## src/rtl/mapper_pkg.sv

```systemverilog
package mapper_pkg;

  // Coarse class of an access, decided from the address alone.
  typedef enum logic [2:0] {
    K_RAM,    // plain banked RAM
    K_INPUT,  // input-only window locations
    K_ACC,    // accumulator location
    K_STAT,   // status location
    K_IDX0,   // indirect port through pair 0
    K_IDX1,   // indirect port through pair 1
    K_RSVD,   // reserved window locations, top page of RAM
    K_REG     // mapper register file
  } acc_kind_e;

  // Register file select.
  typedef enum logic [2:0] {
    RS_NONE,
    RS_ROM,
    RS_GEN,
    RS_IX0P,
    RS_IX0B,
    RS_IX1P,
    RS_IX1B
  } reg_sel_e;

  // Low-nibble offsets inside the window; behaviour depends on them.
  localparam logic [3:0] OFS_ACC  = 4'h4;
  localparam logic [3:0] OFS_STAT = 4'h5;
  localparam logic [3:0] OFS_IDX0 = 4'h6;
  localparam logic [3:0] OFS_IDX1 = 4'h7;
  localparam logic [3:0] OFS_RSV0 = 4'h8;
  localparam logic [3:0] OFS_RSV1 = 4'h9;
  localparam logic [3:0] OFS_ROM  = 4'hA;
  localparam logic [3:0] OFS_GEN  = 4'hB;
  localparam logic [3:0] OFS_IX0P = 4'hC;
  localparam logic [3:0] OFS_IX0B = 4'hD;
  localparam logic [3:0] OFS_IX1P = 4'hE;
  localparam logic [3:0] OFS_IX1B = 4'hF;

  localparam int IDX_N = 2;

endpackage

```

## src/rtl/mapper_decode.sv

```systemverilog
module mapper_decode
  import mapper_pkg::*;
#(
  parameter int ADDR_W = 8
) (
  input  logic [ADDR_W-1:0] addr,
  output acc_kind_e         kind,
  output reg_sel_e          reg_sel
);

  logic       in_window;
  logic [3:0] lo;

  assign in_window = &addr[ADDR_W-1:4];
  assign lo        = addr[3:0];

  always_comb begin
    kind    = K_RAM;
    reg_sel = RS_NONE;
    if (in_window) begin
      unique case (lo)
        OFS_ACC:            kind = K_ACC;
        OFS_STAT:           kind = K_STAT;
        OFS_IDX0:           kind = K_IDX0;
        OFS_IDX1:           kind = K_IDX1;
        OFS_RSV0, OFS_RSV1: kind = K_RSVD;
        OFS_ROM:  begin kind = K_REG; reg_sel = RS_ROM;  end
        OFS_GEN:  begin kind = K_REG; reg_sel = RS_GEN;  end
        OFS_IX0P: begin kind = K_REG; reg_sel = RS_IX0P; end
        OFS_IX0B: begin kind = K_REG; reg_sel = RS_IX0B; end
        OFS_IX1P: begin kind = K_REG; reg_sel = RS_IX1P; end
        OFS_IX1B: begin kind = K_REG; reg_sel = RS_IX1B; end
        default:            kind = K_INPUT;
      endcase
    end
  end

endmodule

```

## src/rtl/mapper_regs.sv

```systemverilog
module mapper_regs
  import mapper_pkg::*;
#(
  parameter int ADDR_W = 8,
  parameter int DATA_W = 8,
  parameter int BANK_W = 4,
  parameter int ROMB_W = 8
) (
  input  logic                          clk,
  input  logic                          rst_n,
  input  logic                          wr_en,
  input  reg_sel_e                      sel,
  input  logic [DATA_W-1:0]             wdata,
  output logic [BANK_W-1:0]             gen_bank,
  output logic                          irq_en,
  output logic [ROMB_W-1:0]             rom_bank,
  output logic [IDX_N-1:0][ADDR_W-1:0]  ix_ptr,
  output logic [IDX_N-1:0][BANK_W-1:0]  ix_bank,
  output logic [DATA_W-1:0]             rd_data
);

  localparam int IE_BIT = DATA_W - 1;

  logic [BANK_W-1:0] gen_q;
  logic              ie_q;
  logic [ROMB_W-1:0] rom_q;

  always_ff @(posedge clk) begin
    if (!rst_n) begin
      gen_q <= '0;
      ie_q  <= 1'b0;
      rom_q <= '0;
    end else if (wr_en) begin
      if (sel == RS_GEN) begin
        gen_q <= wdata[BANK_W-1:0];
        ie_q  <= wdata[IE_BIT];
      end
      if (sel == RS_ROM) rom_q <= wdata[ROMB_W-1:0];
    end
  end

  for (genvar i = 0; i < IDX_N; i++) begin : g_idx
    localparam reg_sel_e P_SEL = (i == 0) ? RS_IX0P : RS_IX1P;
    localparam reg_sel_e B_SEL = (i == 0) ? RS_IX0B : RS_IX1B;
    logic [ADDR_W-1:0] p_q;
    logic [BANK_W-1:0] b_q;
    always_ff @(posedge clk) begin
      if (!rst_n) begin
        p_q <= '0;
        b_q <= '0;
      end else if (wr_en) begin
        if (sel == P_SEL) p_q <= wdata[ADDR_W-1:0];
        if (sel == B_SEL) b_q <= wdata[BANK_W-1:0];
      end
    end
    assign ix_ptr[i]  = p_q;
    assign ix_bank[i] = b_q;
  end

  assign gen_bank = gen_q;
  assign irq_en   = ie_q;
  assign rom_bank = rom_q;

  always_comb begin
    rd_data = '0;
    unique case (sel)
      RS_ROM:  rd_data[ROMB_W-1:0] = rom_q;
      RS_GEN:  begin
        rd_data[BANK_W-1:0] = gen_q;
        rd_data[IE_BIT]     = ie_q;
      end
      RS_IX0P: rd_data[ADDR_W-1:0] = ix_ptr[0];
      RS_IX0B: rd_data[BANK_W-1:0] = ix_bank[0];
      RS_IX1P: rd_data[ADDR_W-1:0] = ix_ptr[1];
      RS_IX1B: rd_data[BANK_W-1:0] = ix_bank[1];
      default: rd_data = '0;
    endcase
  end


  bank_hold_chk: assert property (@(posedge clk) disable iff (!rst_n)
    !(wr_en && sel == RS_GEN) |=> $stable(gen_bank) && $stable(irq_en));


  rom_load_chk: assert property (@(posedge clk) disable iff (!rst_n)
    (wr_en && sel == RS_ROM) |=> rom_bank == $past(wdata[ROMB_W-1:0]));


  ixb_load_chk: assert property (@(posedge clk) disable iff (!rst_n)
    (wr_en && sel == RS_IX0B) |=> ix_bank[0] == $past(wdata[BANK_W-1:0]));

endmodule

```

## src/rtl/mapper_route.sv

```systemverilog
module mapper_route
  import mapper_pkg::*;
#(
  parameter int ADDR_W = 8,
  parameter int BANK_W = 4,
  localparam int RA_W  = ADDR_W + BANK_W
) (
  input  logic                          clk,
  input  logic                          rst_n,
  input  acc_kind_e                     kind,
  input  logic [ADDR_W-1:0]             addr,
  input  logic                          write,
  input  logic                          req_valid,
  input  logic                          ram_ready,
  input  logic [BANK_W-1:0]             gen_bank,
  input  logic [IDX_N-1:0][ADDR_W-1:0]  ix_ptr,
  input  logic [IDX_N-1:0][BANK_W-1:0]  ix_bank,
  output logic                          ram_valid,
  output logic [RA_W-1:0]               ram_addr,
  output logic                          req_ready,
  output logic                          acc_sel,
  output logic                          stat_sel,
  output logic                          reg_hit,
  output logic                          reg_wr_en
);

  localparam logic [BANK_W-1:0] TOP_BANK = '1;

  logic needs_ram;

  always_comb begin
    needs_ram = 1'b0;
    ram_addr  = {gen_bank, addr};
    unique case (kind)
      K_RAM:   needs_ram = 1'b1;
      K_INPUT: begin
        needs_ram = !write;
        ram_addr  = {TOP_BANK, addr};
      end
      K_RSVD:  begin
        needs_ram = 1'b1;
        ram_addr  = {TOP_BANK, addr};
      end
      K_IDX0:  begin
        needs_ram = 1'b1;
        ram_addr  = {ix_bank[0], ix_ptr[0]};
      end
      K_IDX1:  begin
        needs_ram = 1'b1;
        ram_addr  = {ix_bank[1], ix_ptr[1]};
      end
      default: needs_ram = 1'b0;
    endcase
  end

  assign ram_valid = req_valid && needs_ram;
  assign req_ready = needs_ram ? ram_ready : 1'b1;
  assign acc_sel   = req_valid && (kind == K_ACC);
  assign stat_sel  = req_valid && (kind == K_STAT);
  assign reg_hit   = req_valid && (kind == K_REG);
  assign reg_wr_en = reg_hit && write;


  one_target_chk: assert property (@(posedge clk) disable iff (!rst_n)
    $onehot0({ram_valid, acc_sel, stat_sel, reg_hit}));


  ram_ready_follow_chk: assert property (@(posedge clk) disable iff (!rst_n)
    ram_valid |-> (req_ready == ram_ready));


  top_page_chk: assert property (@(posedge clk) disable iff (!rst_n)
    (ram_valid && (kind == K_INPUT || kind == K_RSVD)) |-> (&ram_addr[RA_W-1:ADDR_W]));


  reg_ready_chk: assert property (@(posedge clk) disable iff (!rst_n)
    reg_hit |-> req_ready && !ram_valid);

endmodule

```

## src/rtl/bank_mapper.sv

```systemverilog
module bank_mapper
  import mapper_pkg::*;
#(
  parameter int ADDR_W = 8,
  parameter int DATA_W = 8,
  parameter int BANK_W = 4,
  parameter int ROMB_W = 8,
  localparam int RA_W  = ADDR_W + BANK_W
) (
  input  logic              clk,
  input  logic              rst_n,
  input  logic              req_valid,
  output logic              req_ready,
  input  logic [ADDR_W-1:0] req_addr,
  input  logic              req_write,
  input  logic [DATA_W-1:0] req_wdata,
  output logic              ram_valid,
  input  logic              ram_ready,
  output logic [RA_W-1:0]   ram_addr,
  output logic              ram_write,
  output logic [DATA_W-1:0] ram_wdata,
  output logic              acc_sel,
  output logic              stat_sel,
  output logic              reg_hit,
  output logic [DATA_W-1:0] reg_rdata,
  output logic [ROMB_W-1:0] rom_bank,
  output logic              irq_en
);

  acc_kind_e                     kind;
  reg_sel_e                      sel;
  logic                          reg_wr_en;
  logic [BANK_W-1:0]             gen_bank;
  logic [IDX_N-1:0][ADDR_W-1:0]  ix_ptr;
  logic [IDX_N-1:0][BANK_W-1:0]  ix_bank;
  logic [DATA_W-1:0]             rd_data;

  mapper_decode #(.ADDR_W(ADDR_W)) u_decode (
    .addr    (req_addr),
    .kind    (kind),
    .reg_sel (sel)
  );

  mapper_regs #(
    .ADDR_W(ADDR_W), .DATA_W(DATA_W), .BANK_W(BANK_W), .ROMB_W(ROMB_W)
  ) u_regs (
    .clk      (clk),
    .rst_n    (rst_n),
    .wr_en    (reg_wr_en),
    .sel      (sel),
    .wdata    (req_wdata),
    .gen_bank (gen_bank),
    .irq_en   (irq_en),
    .rom_bank (rom_bank),
    .ix_ptr   (ix_ptr),
    .ix_bank  (ix_bank),
    .rd_data  (rd_data)
  );

  mapper_route #(.ADDR_W(ADDR_W), .BANK_W(BANK_W)) u_route (
    .clk       (clk),
    .rst_n     (rst_n),
    .kind      (kind),
    .addr      (req_addr),
    .write     (req_write),
    .req_valid (req_valid),
    .ram_ready (ram_ready),
    .gen_bank  (gen_bank),
    .ix_ptr    (ix_ptr),
    .ix_bank   (ix_bank),
    .ram_valid (ram_valid),
    .ram_addr  (ram_addr),
    .req_ready (req_ready),
    .acc_sel   (acc_sel),
    .stat_sel  (stat_sel),
    .reg_hit   (reg_hit),
    .reg_wr_en (reg_wr_en)
  );

  assign ram_write = ram_valid && req_write;
  assign ram_wdata = req_wdata;
  assign reg_rdata = reg_hit ? rd_data : '0;


  input_wr_drop_chk: assert property (@(posedge clk) disable iff (!rst_n)
    (req_valid && req_write && (&req_addr[ADDR_W-1:4]) && req_addr[3:2] == 2'b00)
      |-> (!ram_valid && !acc_sel && !stat_sel && req_ready));


  plain_bank_chk: assert property (@(posedge clk) disable iff (!rst_n)
    (req_valid && !(&req_addr[ADDR_W-1:4])) |-> (ram_valid && ram_addr[ADDR_W-1:0] == req_addr));

endmodule

```

## config.mk

```make
export PLATFORM = sky130hd
export DESIGN_NAME = bank_mapper
export DESIGN_NICKNAME = d
export VERILOG_FILES = /design/src/rtl/mapper_pkg.sv /design/src/rtl/mapper_decode.sv /design/src/rtl/mapper_regs.sv /design/src/rtl/mapper_route.sv /design/src/rtl/bank_mapper.sv
export SDC_FILE = /design/constraint.sdc
export NUM_CORES = 1
export LEC_CHECK = 0
export BUFFER_PORTS_ARGS = -buffer_cell sky130_fd_sc_hd__buf_2
export CORE_UTILIZATION = 53
export CTS_CLUSTER_DIAMETER = 120
export CTS_CLUSTER_SIZE = 20
export DETAILED_ROUTE_END_ITERATION = 8
export PLACE_DENSITY = 0.81
export SLEW_MARGIN = 20
export SYNTH_ARGS = -nofsm -noshare
export SYNTH_HDL_FRONTEND = slang
export SYNTH_SLANG_ARGS = --single-unit
```

## constraint.sdc

```tcl
create_clock -name clk -period 3.7 [get_ports clk]
set_input_delay 1.11 -clock clk [delete_from_list [all_inputs] [get_ports clk]]
set_output_delay 1.11 -clock clk [all_outputs]
set_load 0.02 [all_outputs]
```

; Word-level counts from Yosys, hierarchy flattened
; Cells that the tools add are included.
[op_classes]
muxes = 11
reduce_logical = 19
eq_ne = 25
[ops]
columns = operator, count
row1 = 12-bit one-hot mux with 3 select lines, 1
row2 = 3-bit one-hot mux with 6 select lines, 2
row3 = 4-bit equality test (second input constant), 8
row4 = 4-bit one-hot mux with 6 select lines, 1
row5 = 3-bit equality test (second input constant), 7
row6 = 4-bit by 3-bit equality test with 1-bit output (second input constant), 4
row7 = 3-bit by 2-bit equality test with 1-bit output (second input constant), 4
row8 = 2-bit AND reduction, 6
row9 = 3-bit one-hot mux with 3 select lines, 1
row10 = 8-bit two-way mux, 1
row11 = 3-bit by 1-bit equality test with 1-bit output (second input constant), 2
row12 = 1-bit logical AND, 6
row13 = 3-bit two-way mux, 2
row14 = 6-bit OR reduction, 1
row15 = 1-bit one-hot mux with 4 select lines, 1
row16 = 4-bit AND reduction, 1
row17 = 2-bit OR reduction, 2
row18 = 4-bit OR reduction, 1
row19 = 3-bit logical NOT, 1
row20 = 1-bit one-hot mux with 2 select lines, 1
row21 = 1-bit logical NOT, 1
row22 = 1-bit two-way mux, 1
[word_totals]
out_inout_bits = 43
register_bits = 37
inputBits = 21

; Logic depth before layout (Yosys ltp)
[logic_depth]
ltp_word = 9
depth_mapped = 6
mapped_depth_nobuf = 4

; Hierarchy
; From an unflattened synthesis, not the netlist that was laid out.
[hier_totals]
cells_unflattened = 272
hier_area_um2 = 2446.1
[modules_own_cells]
columns = mod, cells_per_inst, area_each_um2, instances
row1 = mapper_regs, 190, 1891.8, 1
row2 = mapper_route, 50, 346.6, 1
row3 = bank_mapper, 17, 116.4, 1
row4 = mapper_decode, 15, 91.3, 1

; Worst setup path before layout
; Ideal clock, no wire load.
[synth_path]
path_kind = input to output
startpoint = in req_addr[0]
endpoint = out ram_addr[10]
path_slack_ps = 86
stages = 5
t_arrival_ps = 2504
t_required_ps = 2590
cell_sequence = buf_4 > buf_2 > nor3b_1 > o21ai_0 > a31oi_1
[synth_between]
elab_chain_cells = 7
[synth_lines]
columns = element, line_no
row1 = from (decl), bank_mapper.sv:14  ; input logic [ADDR_W-1:0] req_addr,
row2 = 4-bit equality test, mapper_decode.sv:21  ; unique case (lo)
row3 = 6-bit OR reduction (no source line) or 2-bit OR reduction (tied branches), -
row4 = 3-bit one-hot mux with 6 select lines (*), mapper_decode.sv:21
row5 = 3-bit two-way mux (*), mapper_decode.sv:20  ; if (in_window) begin
row6 = 3-bit by 1-bit equality test with 1-bit output or 3-bit equality test (tied branches), mapper_route.sv:34  ; unique case (kind)
row7 = 2-bit OR reduction (no source line), -
row8 = 12-bit one-hot mux with 3 select lines (*), mapper_route.sv:34
row9 = to (decl), bank_mapper.sv:19  ; output logic [RA_W-1:0] ram_addr,
; Every way passes the cells marked *; elsewhere a longest branch is shown, timed or not.

; Final worst setup path
[layout_path]
startpoint = in req_addr[1]
endpoint = out reg_rdata[6]
[layout_between]
elab_chain_cells = 7
[layout_lines]
columns = element, line_no
row1 = 4-bit equality test, mapper_decode.sv:21
row2 = 6-bit OR reduction (no source line) or 2-bit OR reduction (tied branches), -
row3 = 3-bit one-hot mux with 6 select lines, mapper_decode.sv:21
row4 = 3-bit two-way mux, mapper_decode.sv:20
row5 = 3-bit equality test, mapper_route.sv:60  ; assign reg_hit = req_valid && (kind == K_REG);
row6 = 1-bit logical AND, mapper_route.sv:60
row7 = 8-bit two-way mux (*), bank_mapper.sv:82  ; assign reg_rdata = reg_hit ? rd_data : '0;
row8 = to (decl), bank_mapper.sv:25  ; output logic [DATA_W-1:0] reg_rdata,
; Marked as above.

==> implementation parameters <==
Parameter                              Value

Run status
  Run status ... finished, final reports clean

Die
  Floorplan die height ... 68.6 µm
  Width of the chip ... 68.6 µm
  Standard-cell row count ... 23
  Io pins ... 64
  Core footprint ... 4120 µm²
  Starting density of the core ... 57.1%
  Area of the die ... 4700 µm²

GRT
  First-pass GRT wire length ... 10,300 µm
  Number of global-route vias before repair ... 2,099
  Pin count of the biggest net entering global routing ... 46
  Antenna violations before repair ... 0
  Total global routing overflow ... 0
  GR Util All Layers ... 31.1%

STA
  Slew at the pin with the worst max-slew slack ... 891 ps
  Final count of negative-setup-slack endpoints ... 0
  Worst slew margin relative to its limit ... 40.2%
  Final critical-path share of the clock period ... 97.0%
  Unrepaired setup endpoints after global routing ... no
  Final Max Slew Viols ... 0
  Count of endpoints failing hold in the final timing report ... 0
  Time the worst path needs with I/O delays and setup ... 3590 ps
  Fmax ... 0.279 GHz
  Post-Route Setup TNS ... 0 ps
  Worst Slack Setup Final ... 112 ps
  Worst setup skew after layout ... 0 ps

Routing
  Detailed-router iteration count before antenna repair ... 5
  Number of routed nets with antenna violations ... 0
  Mean routed wirelength per cell ... 18.3 µm
  Violation count after the first detailed-route iteration ... 196
  Post-detailed-routing wire length ... 6780 µm
  Avg Vias per Cell ... 6.22
  Total number of vias ... 2,301
  Number of DRC violations after detailed routing ... 0

Placement
  Post-detail-place hpwl ... 4660 µm
  Port Buffer Count ... 63
  Final GP Congestion ... 0.867
  Worst slack after detailed placement ... 135 ps

Power and ir drop
  Maximum vdd ir drop ... 0.000158 V
  PwrDens ... 293 nW/µm²
  Leak Pwr ... 1.15 nW

Finish
  Proportion of layout cells with a drive suffix above 1 ... 34.1%
  # diodes ... 0
  Total Nets Final ... 341
  Final Core Density ... 67.3%
  Area grow syn2layout ... 17.9%

CTS
  Longest Clk Path Bufs ... 2
  Clock latency on the worst-skew pair ... 290 ps
  Sink Count ... 37
  Post-CTS setup-driven buffer insertion count ... 0
  CTS buffer count ... 5
  Cts hold-fix bufs ... 0
  Number of H-tree levels ... 2
  Count of instances resized after the clock tree is built ... 0
  CTS Root Buffer Type ... clkbuf_8
  CTS clock-pin slew for the worst setup and hold paths ... 70 ps
  TritonCTS clock tree ... built

Yosys
  Post-synthesis instance total ... 265
  Area share of the leading cell type in the synthesized netlist ... 31.5%
  Cell Area, Synth ... 2350 µm²
  Netlist cell types ... 39
  Sequential element share of the synthesized area ... 31.5%
  Ranking of synthesized cells by area ... dfxtp_1 (32%), mux2i_1 (19%), nand2_1 (7.7%), nand3_1 (4.3%), mux4_2 (3.8%)
  Number of warnings reported in the yosys synthesis log ... 0
  Avg Cell Area, Syn ... 8.87 µm²
  Flip-flop and latch count after synthesis ... 37
  Cell type with the highest aggregate area in the netlist ... dfxtp_1
  Net count of the mapped netlist ... 286

Worst setup path
  Critical path startpoint ... req_addr[1]
  Critical Path Source Type ... primary input
  Crit path kind ... in2out
  Worst setup EP type ... output port
  Arrival time reported for the critical path endpoint ... 2480 ps
  Worst reg2reg startpoint ... u_regs.rom_bank[3]
  CP max FO ... 19
  Data required time of the worst path ... 2590 ps

Job
  Max-cap violations ... 0

Min path
  Hold Path Class ... reg2reg
  Worst min-delay path startpoint ... u_regs.irq_en
==> worst paths after layout <==
| path | cells after the start | endpoint | slack, ps |
|---|---|---|---|
| worst min-delay path | 2 | u_regs.irq_en | 480 |
| worst max-delay path | 5 | reg_rdata[6] | 110 |
| worst max register to register | 2 | u_regs.rom_bank[3] | 2970 |
| worst min register to register | 2 | u_regs.irq_en | 480 |
==> report_power, final <==
| group | internal (mW) | switching (mW) | leakage, nW |
|---|---|---|---|
| clock | 0.148 | 0.143 | 0.0443 |
| combinational | 0.0410 | 0.0808 | 0.804 |
| sequential | 0.398 | 0.000214 | 0.298 |
==> area by class of cell <==
type | instances | area (µm²)
inverter | 8 | 30.0
multi-input combinational | 189 | 1400
clock buffer | 7 | 86.3
fill | 346 | 1340
timing repair buffer | 79 | 448
sequential | 37 | 741
tap | 50 | 62.6
==> cell usage after synthesis (all sizes together) <==
master,number
nand2,48
mux2i,44
dfxtp,37
buf,20
nand3,20
a31oi,11
clkbuf,11
o21ai,9
a21oi,8
inv,8
nor4,8
mux2,5
mux4,4
or4,4
a211oi,3
nand4,3
or3b,3
a21o,2
nand2b,2
nand3b,2
nor3b,2
and2,1
and3,1
and3b,1
and4,1
nor2,1
nor2b,1
nor3,1
o211ai,1
o21a,1
o22a,1
or2,1
==> per-stage QoR <==
stage / std cells / cell area (µm²) / hold slack, ps / power, mW
3_3_place_gp: 363 / 2690 / 454 / 0.526
2_1_floorplan: 265 / 2350 / 440 / 0.488
4_1_cts: 370 / 2770 / 479 / 0.808
5_1_grt: 370 / 2770 / 494 / 0.839
3_5_place_dp: 363 / 2690 / 462 / 0.527
6_report: 370 / 2770 / 478 / 0.811
==> cells by family after synthesis <==
| kind of cell | synth area share, % |
|---|---|
| AO/OA/AOI/OAI | 9.80 |
| buffers and inverters | 8.73 |
| flip-flops | 31.5 |
| multiplexers | 25.0 |
| AND/OR/NAND/NOR | 25.0 |
==> critical path, stage by stage <==
cell and delay, ps:
buf_2 380, and3b_1 440, nand3_1 160, a211oi_2 190, buf_2 190
==> placed cells by master, fill, tap and decap left out, types with 4 or more instances in the layout <==
cell / instances
buf_4: 15
inv_1: 7
clkbuf_8: 6
buf_2: 63
a31oi_1: 11
mux2i_1: 44
or4_1: 4
o21ai_0: 9
nand3_1: 20
nand2_1: 48
mux4_2: 4
mux2_2: 5
a21oi_1: 8
nor4_4: 4
dfxtp_1: 37
==> registers in the layout, summed over array words and instances, names as in the netlist <==
register / cells
u_regs.rom_bank: 8
u_regs.g_idx.p_q: 16
u_regs.irq_en: 1
u_regs.g_idx.b_q: 8
u_regs.gen_bank: 4
==> metal layers <==
metal  vias up  GRT usage, %  wire length (µm)
met5         -             0                 0
met4         0          17.2               184
met3        23          7.24               607
met2       134          48.5              3280
met1      1093          39.3              2710
li1       1051             -                 -
Power figures use the tool's default switching activity.
